$ cat config.mk
export PLATFORM = sky130hd
export DESIGN_NAME = tick_irq_timer
export DESIGN_NICKNAME = d
export VERILOG_FILES = /design/src/rtl/tick_timer_pkg.sv /design/src/rtl/tick_ack_detect.sv /design/src/rtl/tick_period_counter.sv /design/src/rtl/tick_irq_latch.sv /design/src/rtl/tick_irq_timer.sv
export SDC_FILE = /design/constraint.sdc
export NUM_CORES = 1
export LEC_CHECK = 0
export BUFFER_PORTS_ARGS = -buffer_cell sky130_fd_sc_hd__buf_4
export CORE_MARGIN = 3
export CORE_UTILIZATION = 45
export CTS_CLUSTER_DIAMETER = 100
export CTS_CLUSTER_SIZE = 25
export DETAILED_ROUTE_END_ITERATION = 16
export MAX_ROUTING_LAYER = met4
export PLACE_DENSITY_LB_ADDON = 0.1
export SYNTH_ARGS = -nofsm -noshare
export SYNTH_HDL_FRONTEND = slang
export SYNTH_HIERARCHICAL = 1
export SYNTH_SLANG_ARGS = --single-unit
$ cat constraint.sdc
create_clock -name clk -period 3.65 [get_ports clk]
set_clock_uncertainty 0.2 [all_clocks]
set_input_delay 0.365 -clock clk [delete_from_list [all_inputs] [get_ports clk]]
set_output_delay 0.365 -clock clk [all_outputs]
set_load 0.005 [all_outputs]
$ cat src/rtl/tick_timer_pkg.sv
// Package: shared helpers for the handshaked interval timer.
// Assumes: frequencies are whole multiples of 1 MHz when converted.
package tick_timer_pkg;

    // Convert a period in microseconds into clock cycles.
    function automatic int unsigned us_to_cycles(input int unsigned freq_hz,
                                                 input int unsigned period_us);
        return (freq_hz / 1_000_000) * period_us;
    endfunction

    // Counter width able to hold values 0 .. cycles-1 (at least one bit).
    function automatic int unsigned count_width(input int unsigned cycles);
        return (cycles <= 2) ? 1 : $clog2(cycles);
    endfunction

endpackage

$ cat src/rtl/tick_ack_detect.sv
// Module: detects any change of level on the acknowledge input.
// Assumes: ack_i is synchronous to clk. In reset the stored reference
// takes the current level, so the level held through reset is no toggle.
module tick_ack_detect (
    input  logic clk,
    input  logic rst_n,
    input  logic ack_i,
    output logic toggle_o
);
    logic ack_q;

    // Keep the level seen at the previous edge; sample a fresh one in reset.
    always_ff @(posedge clk) begin
        ack_q <= ack_i;
    end

    // A toggle is any difference from the stored level, outside reset.
    always_comb begin
        toggle_o = rst_n && (ack_i != ack_q);
    end

    // after a reset edge, the stored level matches the pin level.
    a_r8_ref_sampled: assert property (@(posedge clk)
        !rst_n |=> (ack_q == $past(ack_i)))
        else $error("reference level not sampled in reset");
endmodule

$ cat src/rtl/tick_period_counter.sv
// Module: cycle counter for one timer period.
// Assumes: PERIOD_CYCLES >= 2. restart has priority over hold, and hold
// has priority over counting. terminal_o pulses on the edge where the
// count completes.
module tick_period_counter #(
    parameter int unsigned PERIOD_CYCLES = 16,
    parameter int unsigned CNT_W         = 4
) (
    input  logic             clk,
    input  logic             rst_n,
    input  logic             restart_i,
    input  logic             hold_i,
    output logic [CNT_W-1:0] count_o,
    output logic             terminal_o
);
    localparam logic [CNT_W-1:0] LAST = CNT_W'(PERIOD_CYCLES - 1);

    logic [CNT_W-1:0] cnt_q;

    // The period ends when the last count is reached while running.
    always_comb begin
        terminal_o = !restart_i && !hold_i && (cnt_q == LAST);
    end

    // Advance, freeze or clear the cycle count.
    always_ff @(posedge clk) begin
        if (!rst_n || restart_i || terminal_o) begin
            cnt_q <= '0;
        end else if (!hold_i) begin
            cnt_q <= cnt_q + 1'b1;
        end
    end

    assign count_o = cnt_q;

    // a held counter does not move.
    a_r5_hold_freezes: assert property (@(posedge clk) disable iff (!rst_n)
        (hold_i && !restart_i) |=> $stable(cnt_q))
        else $error("counter moved while held");
    // the count never passes the last value.
    a_r2_in_range: assert property (@(posedge clk) disable iff (!rst_n)
        cnt_q <= LAST)
        else $error("counter out of range");
endmodule

$ cat src/rtl/tick_irq_latch.sv
// Module: sticky interrupt flag.
// Assumes: set_i and clear_i come from the counter and the toggle
// detector. Clear wins over set on the same edge.
module tick_irq_latch (
    input  logic clk,
    input  logic rst_n,
    input  logic set_i,
    input  logic clear_i,
    output logic irq_o
);
    logic irq_q;

    // Hold the pending flag until it is cleared.
    always_ff @(posedge clk) begin
        if (!rst_n || clear_i) begin
            irq_q <= 1'b0;
        end else if (set_i) begin
            irq_q <= 1'b1;
        end
    end

    assign irq_o = irq_q;

    // reset leaves the line low.
    a_r1_reset_low: assert property (@(posedge clk)
        !rst_n |=> !irq_q)
        else $error("irq high after reset edge");
    // a pending flag stays set without a clear.
    a_r3_sticky: assert property (@(posedge clk) disable iff (!rst_n)
        (irq_q && !clear_i) |=> irq_q)
        else $error("irq dropped without acknowledge");
    // a clear always drops the line.
    a_r4_clear: assert property (@(posedge clk) disable iff (!rst_n)
        clear_i |=> !irq_q)
        else $error("irq not cleared by acknowledge");
endmodule

$ cat src/rtl/tick_irq_timer.sv
// Module: handshaked periodic interrupt timer (top).
// Counts one period, raises irq_o, freezes, and waits for a level change
// on ack_toggle_i before the next period starts.
// Assumes: synchronous active-low reset; ack_toggle_i synchronous to clk.
module tick_irq_timer #(
    parameter int unsigned CLK_FREQ_HZ   = 100_000_000,
    parameter int unsigned PERIOD_US     = 10_000,
    parameter int unsigned PERIOD_CYCLES = tick_timer_pkg::us_to_cycles(CLK_FREQ_HZ, PERIOD_US),
    parameter int unsigned CNT_W         = tick_timer_pkg::count_width(PERIOD_CYCLES)
) (
    input  logic clk,
    input  logic rst_n,
    input  logic ack_toggle_i,
    output logic irq_o
);
    logic             toggle_w;
    logic             terminal_w;
    logic             irq_w;
    logic [CNT_W-1:0] count_w;

    tick_ack_detect u_ack (
        .clk      (clk),
        .rst_n    (rst_n),
        .ack_i    (ack_toggle_i),
        .toggle_o (toggle_w)
    );

    tick_period_counter #(
        .PERIOD_CYCLES (PERIOD_CYCLES),
        .CNT_W         (CNT_W)
    ) u_cnt (
        .clk        (clk),
        .rst_n      (rst_n),
        .restart_i  (toggle_w),
        .hold_i     (irq_w),
        .count_o    (count_w),
        .terminal_o (terminal_w)
    );

    tick_irq_latch u_irq (
        .clk     (clk),
        .rst_n   (rst_n),
        .set_i   (terminal_w),
        .clear_i (toggle_w),
        .irq_o   (irq_w)
    );

    assign irq_o = irq_w;

    // the line only rises from the last count value.
    a_r2_rise_at_end: assert property (@(posedge clk) disable iff (!rst_n)
        $rose(irq_w) |-> ($past(count_w) == CNT_W'(PERIOD_CYCLES - 1)))
        else $error("irq rose before period end");
    // while pending the count rests at zero.
    a_r5_pending_zero: assert property (@(posedge clk) disable iff (!rst_n)
        irq_w |-> (count_w == '0))
        else $error("count moving while pending");
    // a toggle on the final edge keeps the line low.
    a_r9_toggle_wins: assert property (@(posedge clk) disable iff (!rst_n)
        (toggle_w && !irq_w) |=> !irq_w)
        else $error("irq set despite toggle");
endmodule

==> reports/qor.csv <==
metric,value,unit
syn_area_per_cell,8.96,sq um
numCtsBuffers,3,
seq_area_frac_synth,0.420,
p_leak,0.352,nW
die_w,54.3,um
drt_iter0_drc,18,
hold_start,rst_n,
firstDrtPassIters,4,
rsz0062_at_grt,false,
endpoint_kind,flop,
vias_per_cell,5.67,
overflow,0,
hold_depth,2,
powerDensity,390,mW/mm^2
drc,0,
yosys-top-cells-area,"dfxtp_1 42%, xnor2_1 8.4%, nor2_1 5.4%",
yosysUniqueCellTypes,31,
final_area,0.00115,sq mm
cts_sinks,22,
reg2reg_setup_slack,1.19,ns
clockBufferDepth,2,
final-max-slew-violation-count,0,
cp_max_fo,19,
start_util,0.504,
wl,2100,um
syn_inst,117,
layout.nets,128,
antenna_found_initial,0,
placed_cells,145,
netlist_area,0.00105,sq mm
synth-seq-cells,22,
critPathKind,in -> reg,
wl_per_cell,14.0,um
grt_pass1_vias,898,
drive_gt1_frac,0.106,
max_slew_margin,0.456,
grt_pass1_wl,3820,um
r2r_cells,4,
placed_cell_area,0.00109,sq mm
hold_class,in -> reg,
max_freq,0.396,GHz
grt_max_degree,20,
h-tree-depth,1,
numPortBuffers,3,
fin_util,0.553,
tritoncts,yes,
syn2layout_area_growth,9.90,%
dp_slack,1.22,ns
setup_viol,0,
clk_latency,0.31,ns
clk_pin_slew_worst_paths,0.12,ns
yosysTopAreaCell,dfxtp_1,
cp-start-kind,input pin,
tightest_slew,0.814,ns
gp_congestion,0.781,
dieArea,0.00295,sq mm
whs_endpoint,u_irq/irq_o$_SDFFE_PP0P_,
run_status,finished clean,
worst_slack,1.12,ns
r2r_start,u_cnt/count_o[10]$_SDFFE_PP0N_,
cap_violations,0,
hold_viol,0,
hpwl,1420,um
syn_nets,121,
die_h,54.3,um
layout.cells.non_filler,150,
synth.top_cell.area_share,0.420,
antennaDiodeCount,0,
yosys_warnings,6,
boundaryPins,4,
reg2reg_to,u_cnt/count_o[6]$_SDFFE_PP0N_,
cts_root_buf,clkbuf_4,
critical_path_arrival,2.51,ns
finalCritPeriodShare,0.692,
cp_data_required_time,3.63,ns
num_rows,16,
final.setup.tns,0,ns
routed-via-count,851,
ir_worst_vdd,0.000266,V
min_period,2.53,ns
antenna_left,0,
grt_use_total,0.185,
core-area,0.00208,sq mm
kinds of logic after synthesis:
| kind of cell | Yosys count | share of synthesized area |
|---|---|---|
| AND/OR/NAND/NOR | 62 | 0.331 |
| adder cells (fa/ha/maj) | 1 | 0.0119 |
| flip-flops | 22 | 0.420 |
| AO/OA/AOI/OAI | 13 | 0.0895 |
| buffers and inverters | 4 | 0.0215 |
| multiplexers | 1 | 0.00955 |
| XOR/XNOR | 14 | 0.117 |
state kept, by name, summed over array words and instances (netlist names):
| register | count |
|---|---|
| u_irq/irq_o | 1 |
| u_cnt/count_o | 20 |
| u_ack/ack_q | 1 |
metal layers:
metal  vias up  GRT usage  wire length (um)
met5         -          -                 0
met4         0     0.0581                20
met3         4     0.0599                78
met2        10      0.317              1030
met1       407      0.203               971
li1        430          -                 -
area by class of cell:
type | instances | area, sq um
Clock inverter | 1 | 30.0
Inverter | 2 | 7.51
Sequential cell | 22 | 440
Fill cell | 204 | 930
Tap cell | 27 | 33.8
Timing Repair Buffer | 4 | 32.5
Multi-Input combinational cell | 91 | 586
Clock buffer | 3 | 22.5
report_power, final:
group	internal, mW	leakage (nW)	total (mW)	switching (mW)
Sequential	0.243	0.178	0.246	0.00307
Combinational	0.00795	0.147	0.0186	0.0106
Clock	0.111	0.0279	0.185	0.0734
Total	0.362	0.352	0.449	0.0871
Yosys cell counts, drive strengths merged:
| master | number |
|---|---|
| a21oi | 6 |
| clkbuf | 1 |
| nand3 | 3 |
| o311ai | 1 |
| nor3 | 4 |
| nor2 | 15 |
| nor2b | 1 |
| or2 | 2 |
| nand4 | 4 |
| ha | 1 |
| nor4 | 3 |
| o31ai | 3 |
| nand4b | 1 |
| xnor2 | 10 |
| nand3b | 1 |
| mux2i | 1 |
| dfxtp | 22 |
| o21ai | 3 |
| nor4b | 1 |
| nor3b | 2 |
| nand2 | 10 |
| or4 | 5 |
| and2 | 1 |
| and3 | 1 |
| xor2 | 4 |
| or3 | 8 |
| buf | 1 |
| inv | 2 |
worst max-delay path by stage:
stage                                endpoint                           start  slack [ns]  cells past startpoint
3_5_place_dp    u_cnt/count_o[6]$_SDFFE_PP0N_  u_cnt/count_o[10]$_SDFFE_PP0N_        1.22                      4
4_1_cts         u_cnt/count_o[6]$_SDFFE_PP0N_                    ack_toggle_i        1.13                      8
2_1_floorplan  u_cnt/count_o[13]$_SDFFE_PP0N_  u_cnt/count_o[10]$_SDFFE_PP0N_        1.52                      5
3_3_place_gp    u_cnt/count_o[6]$_SDFFE_PP0N_  u_cnt/count_o[10]$_SDFFE_PP0N_        1.27                      4
6_report        u_cnt/count_o[6]$_SDFFE_PP0N_                    ack_toggle_i        1.12                      8
5_1_grt         u_cnt/count_o[0]$_SDFFE_PP0N_                    ack_toggle_i        1.01                      8
worst max-delay path: stages:
cell and delay [ns]:
dlygate4sd3_1 0.54, buf_4 0.14, xor2_1 0.13, and2_1 0.19, inv_1 0.13, nand4_1 0.18
o311ai_4 0.72, nor2_1 0.12
what timing repair did:
| action | CTS | global route |
|---|---|---|
| setup buffers | 0 | 0 |
| hold endpoints to repair | 1 | 0 |
| endpoints found under the setup margin | 0 | 0 |
| hold buffers | 1 | 0 |
| gates resized for setup | 0 | 0 |
metrics by stage:
stage,total power [mW],hold WS [ns]
global placement,0.269,0.277
finish,0.449,0.146
CTS,0.456,0.136
global route,0.467,0.141
detailed placement,0.270,0.280
floorplan,0.265,0.193
layout by cell type, fill, tap and decap left out, drive strengths merged, types with 3 or more instances in the layout:
cell / instances
dfxtp: 22
nor2: 15
nand2: 10
xnor2: 10
or3: 8
a21oi: 6
or4: 5
xor2: 4
nand4: 4
nor3: 4
clkbuf: 3
buf: 3
o31ai: 3
o21ai: 3
nor4: 3
nand3: 3
No activity file was read; power rests on OpenSTA's default activity.
